File: src/rtl/rgb_yuv_pkg.sv
package rgb_yuv_pkg;

    localparam int NUM_CH = 3;

    // Channel order: 0 = luma, 1 = blue difference, 2 = red difference.
    // Term order: 0 = red, 1 = green, 2 = blue. Weights are scaled by 2^15.
    function automatic int coef(input int ch, input int term);
        int w;
        case (ch)
            0:       w = (term == 0) ? 9798  : (term == 1) ? 19235  : 3736;
            1:       w = (term == 0) ? -4784 : (term == 1) ? -9437  : 4221;
            default: w = (term == 0) ? 20218 : (term == 1) ? -16941 : -3277;
        endcase
        return w;
    endfunction

    function automatic int bias(input int ch);
        return (ch == 0) ? 0 : 128;
    endfunction

endpackage

File: src/rtl/yuv_valid_pipe.sv
module yuv_valid_pipe #(
    parameter int DEPTH = 3
) (
    input  logic clk,
    input  logic rst_n,
    input  logic en,
    input  logic in_v,
    output logic out_v
);
    logic [DEPTH-1:0] v_d, v_q;

    always_comb begin
        v_d = v_q;
        if (en) v_d = {v_q[DEPTH-2:0], in_v};
    end

    always_ff @(posedge clk or negedge rst_n) begin
        if (!rst_n) v_q <= '0;
        else        v_q <= v_d;
    end

    assign out_v = v_q[DEPTH-1];
endmodule

File: src/rtl/yuv_lane.sv
module yuv_lane #(
    parameter int PIX_W = 8,
    parameter int FRAC  = 15,
    parameter int ACC_W = 26,
    parameter int K0    = 0,
    parameter int K1    = 0,
    parameter int K2    = 0,
    parameter int BIAS  = 0
) (
    input  logic             clk,
    input  logic             rst_n,
    input  logic             en,
    input  logic [PIX_W-1:0] a,
    input  logic [PIX_W-1:0] b,
    input  logic [PIX_W-1:0] c,
    output logic [PIX_W-1:0] res
);
    localparam logic signed [ACC_W-1:0] MAXV = ACC_W'((1 << PIX_W) - 1);

    typedef struct packed {
        logic [ACC_W-1:0] p0;
        logic [ACC_W-1:0] p1;
        logic [ACC_W-1:0] p2;
        logic [ACC_W-1:0] sum;
        logic [PIX_W-1:0] res;
    } lane_t;

    lane_t st_d, st_q;

    function automatic logic [ACC_W-1:0] mul(input logic [PIX_W-1:0] x, input int k);
        logic signed [ACC_W-1:0] xs;
        logic signed [ACC_W-1:0] ks;
        xs = $signed({{(ACC_W-PIX_W){1'b0}}, x});
        ks = ACC_W'(k);
        return xs * ks;
    endfunction

    function automatic logic [PIX_W-1:0] finish(input logic [ACC_W-1:0] s);
        logic signed [ACC_W-1:0] t;
        t = ($signed(s) >>> FRAC) + ACC_W'(BIAS);
        if (t[ACC_W-1])  return '0;
        else if (t > MAXV) return MAXV[PIX_W-1:0];
        else              return t[PIX_W-1:0];
    endfunction

    always_comb begin
        st_d = st_q;
        if (en) begin
            st_d.p0  = mul(a, K0);
            st_d.p1  = mul(b, K1);
            st_d.p2  = mul(c, K2);
            st_d.sum = st_q.p0 + st_q.p1 + st_q.p2;
            st_d.res = finish(st_q.sum);
        end
    end

    always_ff @(posedge clk or negedge rst_n) begin
        if (!rst_n) st_q <= '0;
        else        st_q <= st_d;
    end

    assign res = st_q.res;
endmodule

File: src/rtl/rgb_yuv_conv.sv
module rgb_yuv_conv #(
    parameter int PIX_W = 8,
    parameter int FRAC  = 15,
    parameter int ACC_W = 26
) (
    input  logic             clk,
    input  logic             rst_n,
    input  logic             in_valid,
    output logic             in_ready,
    input  logic [PIX_W-1:0] in_r,
    input  logic [PIX_W-1:0] in_g,
    input  logic [PIX_W-1:0] in_b,
    output logic             out_valid,
    input  logic             out_ready,
    output logic [PIX_W-1:0] out_y,
    output logic [PIX_W-1:0] out_u,
    output logic [PIX_W-1:0] out_v
);
    import rgb_yuv_pkg::*;

    localparam int STAGES = 3;

    logic             adv;
    logic [PIX_W-1:0] lane_res [NUM_CH];

    assign adv      = out_ready || !out_valid;
    assign in_ready = adv;

    yuv_valid_pipe #(.DEPTH(STAGES)) u_vpipe (
        .clk   (clk),
        .rst_n (rst_n),
        .en    (adv),
        .in_v  (in_valid),
        .out_v (out_valid)
    );

    for (genvar ch = 0; ch < NUM_CH; ch++) begin : g_lane
        yuv_lane #(
            .PIX_W (PIX_W),
            .FRAC  (FRAC),
            .ACC_W (ACC_W),
            .K0    (coef(ch, 0)),
            .K1    (coef(ch, 1)),
            .K2    (coef(ch, 2)),
            .BIAS  (bias(ch))
        ) u_lane (
            .clk   (clk),
            .rst_n (rst_n),
            .en    (adv),
            .a     (in_r),
            .b     (in_g),
            .c     (in_b),
            .res   (lane_res[ch])
        );
    end

    assign out_y = lane_res[0];
    assign out_u = lane_res[1];
    assign out_v = lane_res[2];
endmodule

File: config.mk
export PLATFORM = sky130hd
export DESIGN_NAME = rgb_yuv_conv
export DESIGN_NICKNAME = d
export VERILOG_FILES = /design/src/rtl/rgb_yuv_pkg.sv /design/src/rtl/yuv_valid_pipe.sv /design/src/rtl/yuv_lane.sv /design/src/rtl/rgb_yuv_conv.sv
export SDC_FILE = /design/constraint.sdc
export NUM_CORES = 1
export LEC_CHECK = 0
export ABC_CLOCK_PERIOD_IN_PS = 3300
export BUFFER_PORTS_ARGS = -buffer_cell sky130_fd_sc_hd__buf_2
export CAP_MARGIN = 20
export CELL_PAD_IN_SITES_DETAIL_PLACEMENT = 0
export CELL_PAD_IN_SITES_GLOBAL_PLACEMENT = 1
export CORE_ASPECT_RATIO = 1.5
export CORE_MARGIN = 8
export CORE_UTILIZATION = 53
export DETAILED_ROUTE_END_ITERATION = 16
export PLACE_DENSITY_LB_ADDON = 0.1
export SETUP_SLACK_MARGIN = 0.3
export SYNTH_ARGS = -nofsm -noshare
export SYNTH_HDL_FRONTEND = slang
export SYNTH_HIERARCHICAL = 1
export SYNTH_SLANG_ARGS = --single-unit
File: constraint.sdc
create_clock -name clk -period 3.3 [get_ports clk]
set_input_delay 0.33 -clock clk [delete_from_list [all_inputs] [get_ports clk]]
set_output_delay 0.33 -clock clk [all_outputs]
set_load 0.005 [all_outputs]
## Word-level counts from Yosys, hierarchy flattened

Index checks and enable logic that the tools add are counted.
W data, S select, Z words.

| operators by class | value |
|---|---|
| add/subtract/negate cells | 8 |
| $mul | 9 |
| divide/modulo/power cells | 0 |
| magnitude comparators | 3 |
| eq/ne operators | 0 |
| shift operators | 0 |
| mux-type cells | 6 |
| bitwise operators | 0 |
| reductions and logical operators | 2 |

Operators by type and width:

| cell | number |
|---|---|
| $add A26 B26 Y26 | 6 |
| $gt A26 B9 Y1 const B | 2 |
| $mux W8 | 6 |
| $mul A8 B13 Y21 const B | 2 |
| $mul A9 B16 Y25 const B | 1 |
| $add A11 B9 Y12 const B | 2 |
| $mul A9 B15 Y24 const B | 1 |
| $mul A8 B15 Y23 const B | 1 |
| $mul A8 B14 Y22 const B | 1 |
| $mul A9 B13 Y22 const B | 1 |
| $mul A9 B10 Y19 const B | 1 |
| $mul A8 B9 Y17 const B | 1 |
| $gt A11 B9 Y1 const B | 1 |
| $logic_not A1 Y1 | 1 |
| $logic_or A1 B1 Y1 | 1 |

| word-level totals | value |
|---|---|
| bits in registers | 330 |
| bits in latches | 0 |
| bits in writable memories | 0 |
| bits in read-only memories | 0 |
| bits of input ports | 28 |
| memories | 0 |

## Longest topological paths before layout

| depth | value |
|---|---|
| word-level depth | 4 |
| gate-level depth with buffers | 18 |
| gate-level depth less buffers | 17 |

## Cells and area by module

The synthesis kept the hierarchy.

By module, submodules not included:

| module | times used | cells each | area an instance (µm²) |
|---|---|---|---|
| yuv_lane (g_lane[2].u_lane) | 1 | 1158 | 11405.9 |
| yuv_lane (g_lane[1].u_lane) | 1 | 1081 | 10603.9 |
| yuv_lane (g_lane[0].u_lane) | 1 | 792 | 8310.5 |
| yuv_valid_pipe | 1 | 6 | 108.9 |
| rgb_yuv_conv | 1 | 1 | 6.3 |

## Worst setup path after synthesis

OpenSTA, ideal clock, no wires.

| timing path | value |
|---|---|
| kind | input -> register |
| from | input in_g[0] |
| to | register g_lane[2].u_lane/st_q[83] in the netlist's numbering |
| library setup time | 135 ps |
| arrival time | 4386 ps |
| required time | 3165 ps |
| slack | -1221 ps |
| cell stages on the path | 12 |
| cells stage by stage | fa_1 fa_1 fa_1 fa_1 ha_1 nand3_1 a2111o_1 a311oi_2 o21ai_1 a2111oi_2 mux2i_1 o311ai_1 |

| on the way | value |
|---|---|
| longest elaborated chain between the ends | 1 |

RTL lines:

| item | RTL line | source |
|---|---|---|
| start, declared | rgb_yuv_conv.sv:11 | `input logic [PIX_W-1:0] in_g,` |
| $mul A9 B16 Y25 | yuv_lane.sv:35 | `return xs * ks;` |
| end signal, assigned | yuv_lane.sv:59 | `else st_q <= st_d;` |
| end, declared | yuv_lane.sv:28 | `lane_t st_d, st_q;` |

No other way between the ends.
A chain may end at the register's enable or synchronous reset.

## Worst setup path after layout

| timing path | value |
|---|---|
| from | input in_g[1] |
| to | register g_lane[2].u_lane/st_q[84] in the netlist's numbering |

Same word-level chain as after synthesis.

==> metrics.md <==
| Metric | Value |
|---|---|
| Layout net count | `4639` |
| First-pass iteration count of the detailed router | `5` |
| Fin util | `75.3%` |
| Kind of critical path | `input pin to flip-flop` |
| Register area share after synthesis | `20.6%` |
| Iteration-0 DRC Markers | `936` |
| Port buffer count | `53` |
| Clock latency at the later pin of the worst-skew pair | `0.57 ns` |
| Row cnt | `107` |
| Clock skew | `0.00879 ns` |
| Most frequent cells in the layout | `buf_4 (612), inv_1 (473), ha_1 (379)` |
| Tmin final | `3.95 ns` |
| Peak supply drop | `1.28 mV` |
| Final hold viol count | `0` |
| Final Max Slew Viols | `0` |
| Top-area cell type share of the netlist area | `21.7%` |
| Syn avg cell area | `10.0 µm²` |
| Cell count after synthesis | `3038` |
| Critical Path AT | `4.40 ns` |
| Non-Filler Instances | `4569` |
| Global-route usage over all layers | `27.0%` |
| Slew headroom | `54.7%` |
| Combinational share of power | `79.8%` |
| Period utilisation layout | `120%` |
| Clk sinks | `251` |
| H-tree levels | `1` |
| RSZ-0062 raised after global routing | `yes` |
| Initial antenna violation count | `0` |
| Number of remaining DRC errors | `0` |
| NetSw | `22.3 mW` |
| Synth unique cells | `92` |
| Inst Count DP | `4361` |
| Wirelength per Cell | `19.5 µm` |
| Most Crowded Layer GR | `met2` |
| Vias per cell | `5.41` |
| Leakage power | `20.8 nW` |
| CP endpoint kind | `flip-flop` |
| Failing checks | `setup timing` |
| I/O pins | `54` |
| FILL cells | `3926` |
| PwrDens | `1150 nW/µm²` |
| Routing usage on met3 | `1.62%` |
| Internal power | `27.0 mW` |
| Area leader, netlist | `ha_1` |
| Crit path launch type | `input pin` |
| Clk pin slew, worst setup/hold paths | `0.07 ns` |
| Max-cap viol count | `0` |
| Cts bufs inserted | `30` |
| Root Driver | `clkbuf_16` |
| Largest net degree at the start of global routing | `97` |
| Most common cell after layout, fill and taps aside | `buf_4` |
| Final wirelength | `89300 µm` |
| Gp weighted congestion | `0.952` |
| Max Fanout on Critical Path | `3` |
| Synthesized flop and latch total | `251` |
| Vias in the first global route | `27600` |
| Flop pwr share | `13.0%` |
| HPWL after DPL | `71500 µm` |
| Vias post-DR | `24700` |
| Post-Syn Nets | `3893` |
| GR Layer Usage met1 | `27.1%` |
| Synth async-reset ratio | `100%` |
| Chip height | `309 µm` |
| Sw Share | `45.2%` |
| Critical path required time | `3.75 ns` |
| CTS tree | `yes` |
| Share of layout cells above drive strength 1 | `41.8%` |
| Final setup margin | `-0.650 ns` |
| Grt ovf | `0` |
| Mapped cell area | `30400 µm²` |
| Pre-CTS WS | `-1.32 ns` |
| Most common flop cell mapped by yosys | `dfrtp_1` |
| Worst Tran Pin Value | `0.679 ns` |
| Starting Density | `53.6%` |
| Post-synth EDFFs | `0` |
| Hold WC Path Type | `input pin to flip-flop` |
| First-pass GRT wire length | `140000 µm` |
| Clk buf depth | `3` |
| Flop2flop setup slack | `0.26 ns` |
| Final hold slack | `0.196 ns` |
| Count of final setup violators | `77` |
| Core box area | `56800 µm²` |
| Global Route met2 Usage | `54.1%` |
| Clock share of power | `7.2%` |
| Status | `finished with violations` |
| Area contributors post-synth | `ha_1 (22%), dfrtp_1 (21%), fa_1 (20%), inv_1 (7.0%), mux2_2 (5.0%)` |
| DIE WIDTH | `212 µm` |
| Die ar. | `65500 µm²` |
| ANT nets after route | `0` |
| Diode count | `0` |
| F_max | `253 MHz` |
| Storage cell area | `6290 µm²` |
| Area occupied by multi-input gates | `25600 µm²` |
| Synth Warn # | `6` |
| P&R area growth vs syn | `40.4%` |
layout make-up:
| class | count | share of cell area [%] |
|---|---|---|
| multi-input combinational | 2133 | 59.8 |
| timing repair buffer | 797 | 15.6 |
| sequential | 251 | 14.7 |
| inverter | 571 | 5.18 |
| tap | 763 | 2.23 |
| clock buffer | 39 | 2.03 |
| clock inverter | 15 | 0.433 |
Yosys cell counts, types with 42 or more instances:
cell type / count
dfrtp_1: 251
ha_1: 528
nand2_1: 111
a21o_1: 56
nor2_1: 132
a21oi_1: 140
inv_1: 568
o21ai_0: 43
xnor2_1: 105
fa_1: 299
nor3_1: 42
mux2_2: 136
worst max-delay path: stages:
cell and delay, ns:
buf_8 0.10, fa_2 0.64, buf_4 0.14, ha_4 0.19
fa_1 0.49, inv_1 0.05, fa_1 0.49, inv_2 0.05
ha_4 0.26, buf_4 0.11, o21a_1 0.13, o31a_2 0.18
o221ai_4 0.12, o21ai_4 0.21, a211oi_4 0.10, o41ai_2 0.50
a2111oi_2 0.13, nand3b_1 0.19
final timing paths:
kind                       cells after the start                        end                      start
setup reg to reg                              10  g_lane[2].u_lane/st_q[33]  g_lane[2].u_lane/st_q[77]
hold / removal                                 3  g_lane[2].u_lane/st_q[60]                    in_g[0]
max in group asynchronous                      3  g_lane[0].u_lane/st_q[46]                      rst_n
min in group asynchronous                      2  g_lane[1].u_lane/st_q[53]                      rst_n
hold reg to reg                                2  g_lane[1].u_lane/st_q[23]  g_lane[1].u_lane/st_q[23]
setup / recovery                              18  g_lane[2].u_lane/st_q[84]                    in_g[1]
metrics by stage:
step	area [µm²]	power [mW]	TNS [ns]
final	42700	49.3	-18.50
after global placement	37400	37.5	-84.89
after global routing	42700	53.2	-26.92
after detailed placement	37400	38.6	-92.46
after CTS	41000	46.1	-17.53
after floorplan	32100	27.6	-27.71
logic make-up (layout without fill, tap and decap cells):
group	after synthesis	in the layout	share of synthesized area [%]
simple gates	488	488	7.98
compound gates	538	538	12.3
mux	143	143	5.26
fa+ha+maj	827	827	41.4
xor+xnor	137	137	3.94
buf+inv	654	1422	8.50
flops	251	251	20.6
flip-flops by register name, summed over array words and instances, names as in the netlist:
| register | cells |
|---|---|
| g_lane.u_lane/st_q | 224 |
| g_lane.u_lane/res | 24 |
| u_vpipe/v_q | 3 |
power by group through the flow:
stage | clock, mW | sequential, mW | combinational (mW)
finish | 3.55 | 6.42 | 39.3
CTS | 3.62 | 6.44 | 36.1
global route | 3.73 | 6.56 | 42.9
detailed placement | 0 | 6.47 | 32.1
floorplan | 0 | 5.65 | 22.0
global placement | 0 | 6.42 | 31.1
what timing repair did:
| action | 4_1_cts | 5_1_grt |
|---|---|---|
| resized for setup | 374 | 275 |
| setup buffers | 98 | 54 |
| pin swaps | 243 | 219 |
| hold endpoints to repair | 73 | 0 |
| endpoints found under the setup margin | 130 | 135 |
| hold buffers | 2 | 0 |
per-layer routing:
| layer | part of all wire (%) | up-vias |
|---|---|---|
| met4 | 6.7 | 0 |
| met1 | 35 | 12400 |
| li1 | - | 11800 |
| met3 | 1.8 | 221 |
| met2 | 57 | 382 |
| met5 | 0 | - |
Power figures use the tool's default switching activity.
